$ cat config.mk
export PLATFORM = sky130hd
export DESIGN_NAME = hdlc_bus_access
export DESIGN_NICKNAME = d
export VERILOG_FILES = /design/src/rtl/hdlc_bus_pkg.sv /design/src/rtl/hba_mon_sync.sv /design/src/rtl/hba_idle_count.sv /design/src/rtl/hdlc_bus_access.sv
export SDC_FILE = /design/constraint.sdc
export NUM_CORES = 1
export LEC_CHECK = 0
export BUFFER_PORTS_ARGS = -buffer_cell sky130_fd_sc_hd__buf_4
export CORE_MARGIN = 3
export CORE_UTILIZATION = 40
export CTS_CLUSTER_SIZE = 8
export DETAILED_ROUTE_END_ITERATION = 7
export GPL_ROUTABILITY_DRIVEN = 0
export PLACE_DENSITY = 0.65
export SETUP_SLACK_MARGIN = 0.15
export SLEW_MARGIN = 20
export SYNTH_ARGS = -nofsm -noshare
export SYNTH_HDL_FRONTEND = slang
export SYNTH_SLANG_ARGS = --single-unit
$ cat constraint.sdc
create_clock -name clk -period 2.6 [get_ports clk]
set_input_delay 0.13 -clock clk [delete_from_list [all_inputs] [get_ports clk]]
set_output_delay 0.13 -clock clk [all_outputs]
set_load 0.02 [all_outputs]
$ cat src/rtl/hdlc_bus_pkg.sv
package hdlc_bus_pkg;

    typedef enum logic [0:0] {
        ST_WAIT = 1'b0,
        ST_SEND = 1'b1
    } hba_state_e;

endpackage

$ cat src/rtl/hba_mon_sync.sv
module hba_mon_sync #(
    parameter int STAGES = 2
) (
    input  logic clk,
    input  logic rst_n,
    input  logic async_in,
    output logic sync_out
);
    logic [STAGES-1:0] chain_q;

    // Resets to 1 so an idle line is assumed until the first real samples arrive.
    always_ff @(posedge clk or negedge rst_n) begin
        if (!rst_n) begin
            chain_q <= '1;
        end else begin
            chain_q <= {chain_q[STAGES-2:0], async_in};
        end
    end

    assign sync_out = chain_q[STAGES-1];
endmodule

$ cat src/rtl/hba_idle_count.sv
module hba_idle_count #(
    parameter int LIMIT = 10,
    parameter int CW    = $clog2(LIMIT + 1)
) (
    input  logic          clk,
    input  logic          rst_n,
    input  logic          clear,
    input  logic          bit_en,
    input  logic          line_idle,
    output logic [CW-1:0] count
);
    localparam logic [CW-1:0] TOP = CW'(LIMIT);

    always_ff @(posedge clk or negedge rst_n) begin
        if (!rst_n) begin
            count <= '0;
        end else if (clear) begin
            count <= '0;
        end else if (bit_en) begin
            if (!line_idle) begin
                count <= '0;
            end else if (count != TOP) begin
                count <= count + 1'b1;
            end
        end
    end
endmodule

$ cat src/rtl/hdlc_bus_access.sv
module hdlc_bus_access
    import hdlc_bus_pkg::*;
#(
    parameter int SHORT_WAIT  = 8,
    parameter int LONG_WAIT   = 10,
    parameter int SYNC_STAGES = 2
) (
    input  logic clk,
    input  logic rst_n,
    input  logic bit_en,
    input  logic wait_long,
    input  logic tx_valid,
    input  logic tx_data,
    input  logic tx_last,
    output logic tx_ready,
    input  logic mon_in,
    output logic bus_drive_low,
    output logic busy,
    output logic collision,
    output logic done
);
    localparam int CW = $clog2(LONG_WAIT + 1);
    localparam int PW = $clog2(SYNC_STAGES + 1);
    localparam logic [PW-1:0] SETTLE = PW'(SYNC_STAGES);
    localparam logic [CW-1:0] N_SHORT = CW'(SHORT_WAIT);
    localparam logic [CW-1:0] N_LONG  = CW'(LONG_WAIT);

    hba_state_e    state_q, state_d;
    logic          cur_bit_q;
    logic          last_q;
    logic [PW-1:0] phase_q;
    logic          fair_q;
    logic          mon_s;
    logic [CW-1:0] idle_cnt;
    logic [CW-1:0] need;
    logic          eligible;
    logic          clash;
    logic          take;

    hba_mon_sync #(.STAGES(SYNC_STAGES)) u_sync (
        .clk      (clk),
        .rst_n    (rst_n),
        .async_in (mon_in),
        .sync_out (mon_s)
    );

    hba_idle_count #(.LIMIT(LONG_WAIT), .CW(CW)) u_idle (
        .clk       (clk),
        .rst_n     (rst_n),
        .clear     (state_q == ST_SEND),
        .bit_en    (bit_en),
        .line_idle (mon_s),
        .count     (idle_cnt)
    );

    assign need     = (wait_long || fair_q) ? N_LONG : N_SHORT;
    assign eligible = (idle_cnt >= need);
    // Read-back has settled for the bit on the line; a released 1 seen as 0 is a lost bit.
    assign clash    = (state_q == ST_SEND) && cur_bit_q && (phase_q == SETTLE) && !mon_s;
    assign take     = tx_ready && tx_valid;

    // Next-state logic
    always_comb begin
        state_d = state_q;
        unique case (state_q)
            ST_WAIT: if (bit_en && tx_valid && eligible) state_d = ST_SEND;  // start
            ST_SEND: begin
                if (clash)                              state_d = ST_WAIT;   // clash
                else if (bit_en && (last_q || !tx_valid)) state_d = ST_WAIT; // finish / underrun
            end
            default: state_d = ST_WAIT;
        endcase
    end

    // State register and bit datapath
    always_ff @(posedge clk or negedge rst_n) begin
        if (!rst_n) begin
            state_q   <= ST_WAIT;
            cur_bit_q <= 1'b1;
            last_q    <= 1'b0;
            phase_q   <= '0;
            fair_q    <= 1'b0;
        end else begin
            state_q <= state_d;
            if (take) begin
                cur_bit_q <= tx_data;
                last_q    <= tx_last;
                phase_q   <= '0;
            end else if (state_q == ST_SEND && phase_q != SETTLE) begin
                phase_q <= phase_q + 1'b1;
            end
            if (done) begin
                fair_q <= 1'b1;
            end else if (state_q == ST_WAIT && idle_cnt == N_LONG) begin
                fair_q <= 1'b0;
            end
        end
    end

    // Outputs
    always_comb begin
        tx_ready      = 1'b0;
        bus_drive_low = 1'b0;
        busy          = 1'b0;
        collision     = 1'b0;
        done          = 1'b0;
        unique case (state_q)
            ST_WAIT: tx_ready = bit_en && eligible;
            ST_SEND: begin
                busy          = 1'b1;
                bus_drive_low = !cur_bit_q;
                collision     = clash;
                tx_ready      = bit_en && !clash && !last_q;
                done          = bit_en && !clash && last_q;
            end
            default: ;
        endcase
    end
endmodule

Yosys cells after proc, flatten, opt, wreduce, memory -nomap -nowiden
Cells that the tools add are included.

Bits in registers: 12. Output and inout port bits: 5. Word-level logic and storage cells: 58.

Add/sub/neg operators: 2. Magnitude comparators: 1. Equality and inequality tests: 5. Muxes and demuxes: 18. Bitwise logic cells: 1. Reduce and logical (&&, ||, !) cells: 24.

Operators with widths (number): $mux 4 (4); $logic_and 1x1->1 (13); $mux 1 (9); $mux 2 (3); $reduce_bool 2->1 (3); $logic_not 1->1 (5); $add 4x1->4 const B (1); $eq 4x4->1 const B (1); $ge 4x4->1 (1); $ne 4x4->1 const B (1); $pmux 1 s2 (2); $ne 3x2->1 const B (1); $add 2x1->2 const B (1); $eq 2x2->1 const B (1); $logic_or 1x1->1 (2); $ne 2x2->1 const B (1); $reduce_and 2->1 (1); $not 1->1 (1).

Logic depth before layout (Yosys ltp)
Depth after elaboration: 9. Mapped depth: 6.

Hierarchy
Synthesis repeated with hierarchy kept, for this count alone.

Cells, all modules: 73. Area, all modules: 704.4 um2.

Modules (own cells, without submodules): hdlc_bus_access (instances 1, cells each 43, area an instance 404.1 um2, sequential area each 151.4 um2); hba_idle_count (instances 1, cells each 28, area an instance 247.7 um2, sequential area each 100.1 um2); hba_mon_sync (instances 1, cells each 2, area an instance 52.6 um2, sequential area each 52.6 um2).

Least setup slack after synthesis
OpenSTA, ideal clock, no wires.

Path kind: reg2out. From: register fair_q. To: output port tx_ready. Arrival time: 1.697 ns. Data required time: 2.470 ns. Slack: 0.773 ns. Cell stages (with the launch flop): 6. Path buffers: 0. Path through: dfrtp_1 or2_2 ha_1 nor2b_2 o311ai_4 a21boi_0.

Longest elaborated chain between the ends: 5.

RTL lines: start: declaration (RTL line hdlc_bus_access.sv:32) `logic fair_q;`; start signal: assignment (RTL line hdlc_bus_access.sv:82) `fair_q <= 1'b0;`; start signal: assignment (RTL line hdlc_bus_access.sv:93) `fair_q <= 1'b1;`; start signal: assignment (RTL line hdlc_bus_access.sv:95) `fair_q <= 1'b0;`; $logic_or 1x1->1 (RTL line hdlc_bus_access.sv:56) `assign need = (wait_long || fair_q) ? N_LONG : N_SHORT;`; $mux 2 (RTL line hdlc_bus_access.sv:56); $ge 4x4->1 (RTL line hdlc_bus_access.sv:57) `assign eligible = (idle_cnt >= need);`; $logic_and 1x1->1 (RTL line hdlc_bus_access.sv:108) `ST_WAIT: tx_ready = bit_en && eligible;`; $pmux 1 s2 (RTL line hdlc_bus_access.sv:107) `unique case (state_q)`; end: declaration (RTL line hdlc_bus_access.sv:15) `output logic tx_ready,`.

No other way between the ends.

Final worst setup path
Ends and elaborated chain as after synthesis.

==> results.cfg <==
[final_layout]
utilization = 0.534
drive_above_1_share = 0.321
syn_to_final_growth_pct = 23.5
diodes = 0
ff_latch_area_um2 = 304
fin_cells = 100
multi_input_area_um2 = 337
nets = 97
fillers = 152

[power_and_ir_drop]
seqPwrFrac = 0.498
power.share.combinational = 0.298
p_sw_uw = 185
switching_share = 0.320
p_leak_nw = 0.376
p_clk_frac = 0.204
pwr_density_cell_nw_per_um2 = 701
peakVddDrop_mv = 0.319
internal_power_uw = 392

[cts]
clockBufferDepth = 2
cts_root_buf = clkbuf_4
worst_skew_pair.late_latency_ps = 260
cts.sinks = 12
h-tree-depth = 1
clkTransAtPathRegs_ps = 80
cts_tree = yes
numCtsBuffers = 3

[worst_setup_path]
regToRegStartpoint = fair_q
rrSetupSlack_ps = 700
rr_endpoint = cur_bit_q
cp-start-kind = flop
crit_arrival_ps = 1990
end_kind = output pin
required_ps = 2470
path_max_fanout = 5
crit_type = reg2out
rr_worst_depth = 6

[global_routing]
grt_max_degree = 13
use_met1 = 0.177
track_usage = 0.126
grt_pass1_vias = 457
grt_pass1_wl_mm = 1.99
antenna_found_initial = 0
grt.met2_usage = 0.190
use_met3 = 0.0230
gr-max-usage-layer = met2
grt_overflow_total = 0

[placement]
hpwlAfterDp_um = 904
place_inst = 94
io_buffers = 12

[routing]
drtPass1Iterations = 2
vias = 501
wirelength_mm = 1.15
first_iter_violations = 3
final_antenna_net_count = 0
vias_per_cell = 5.01
drc = 0
drt-wirelength-per-cell_um = 11.5

[timing]
worst_slew_pin_slew_ps = 316
hold_viol = 0
setup_violations = 0
max_freq_mhz = 471
drv_slew = 0
finalSetupTns_ps = 0
fin_worst_skew_ps = 5.39
finalCritPeriodShare = 0.817
hold_ws_ps = 93.8
slew_headroom = 0.789
min_period_ps = 2120
rsz0062_at_grt = false

[worst_hold_path]
holdPathEnd = cur_bit_q
hp-start = tx_data
whs_path_depth = 2
hold_path.class = in2reg

[outcome]
run_status = finished clean

[flow_run]
maxCapViolations = 0

[floorplanning]
io_pins = 13
die_y_um = 46.8
start_util = 0.433
fp.dieW_um = 46.8
coreArea_um2 = 1540
placementRows = 14
die_area_um2 = 2190

[synth]
netlist_area_um2 = 667
synth_seq_cells = 12
synth.net_count = 78
avgSynthCellArea_um2 = 10.1
syn_inst = 66
yosysWarnings = 0
ys_types = 27
yosysSeqAreaShare = 0.456
-- power by group through the flow --
stage | Sequential [mW] | Combinational [mW] | Clock, mW
2_1_floorplan | 0.282 | 0.131 | 0
3_3_place_gp | 0.290 | 0.172 | 0
3_5_place_dp | 0.291 | 0.173 | 0
4_1_cts | 0.287 | 0.176 | 0.126
5_1_grt | 0.297 | 0.200 | 0.132
6_report | 0.287 | 0.172 | 0.118
-- layout make-up --
class,count,area share
Inverter,7,0.0319
Clock buffer,4,0.0319
Multi-Input combinational cell,47,0.409
Sequential cell,12,0.369
Tap cell,16,0.0243
Timing Repair Buffer,14,0.134
-- state kept, by name (all words and copies together), names as in the netlist --
signal,cells
u_idle.count,4
u_sync.chain_q,2
fair_q,1
phase_q,2
state_q,1
last_q,1
cur_bit_q,1
-- through the flow --
stage	setup WS, ps	power (mW)	area, um2
finish	476	0.577	823
CTS	456	0.590	823
global placement	733	0.462	777
detailed placement	693	0.464	777
global route	389	0.629	823
floorplan	773	0.413	667
-- worst max path at each step --
stage	startpoint	end	slack, ps	cells past startpoint
floorplan	fair_q	tx_ready	770	5
global placement	fair_q	cur_bit_q	730	6
detailed placement	fair_q	cur_bit_q	690	6
CTS	fair_q	tx_ready	460	6
global route	fair_q	tx_ready	390	6
finish	fair_q	tx_ready	480	6
-- per-layer routing --
metal / up-vias / share of wire / wire length (um)
li1: 264 / - / -
met1: 228 / 0.49 / 559
met2: 9 / 0.45 / 519
met3: 0 / 0.058 / 66
met4: 0 / 0 / 0
met5: - / 0 / 0
-- worst max-delay path, cell delays in order (launching register included) --
cell and delay (ps):
dfrtp_1 380, or2_2 290, ha_1 260, nor2b_2 160
o311ai_4 300, a21boi_0 150, buf_4 180
-- synthesized netlist by cell type, drive strengths merged --
library cell | instances | area, um2
ha | 4 | 50.1
nand2 | 6 | 22.5
a21o | 3 | 23.8
nor2b | 1 | 8.76
dfrtp | 9 | 225
a21boi | 1 | 7.51
o31ai | 1 | 7.51
nor3b | 1 | 7.51
nand3 | 2 | 10.0
o41ai | 1 | 8.76
o21ai | 4 | 20.0
o22a | 1 | 10.0
or2 | 1 | 6.26
nand4b | 2 | 17.5
inv | 7 | 26.3
nor2 | 7 | 26.3
nand3b | 2 | 15.0
o311ai | 1 | 26.3
nor3 | 1 | 5.00
mux2 | 1 | 15.0
dfstp | 3 | 78.8
a21oi | 4 | 27.5
nand2b | 2 | 12.5
xnor2 | 1 | 8.76
-- cells by family (layout without fill, tap and decap cells) --
logic type / count (synthesis) / after routing / synth area share
AND/OR/NAND/NOR: 25 / 25 / 0.197
AO/OA/AOI/OAI: 16 / 16 / 0.197
flip-flops: 12 / 12 / 0.456
multiplexers: 1 / 1 / 0.0225
adder cells (fa/ha/maj): 4 / 4 / 0.0750
XOR/XNOR: 1 / 1 / 0.0131
buffers and inverters: 7 / 25 / 0.0394
-- cells in the final DEF, fill, tap and decap left out, types with 2 or more instances in the layout --
master	count
clkbuf_4	3
nand3_1	2
inv_1	6
dfstp_2	3
nand2_1	6
a21o_1	2
dlygate4sd3_1	2
ha_1	4
nor2_1	7
nand2b_1	2
nand4b_1	2
nand3b_1	2
a21oi_1	2
a21oi_2	2
buf_4	12
dfrtp_1	9
o21ai_0	4
-- what timing repair did --
item                                   in CTS  in global routing
hold buffers                                2                  0
setup buffers                               0                  0
endpoints found under the hold margin      13                  0
resized for setup                           0                  0
(Power assumes the default switching activity.)
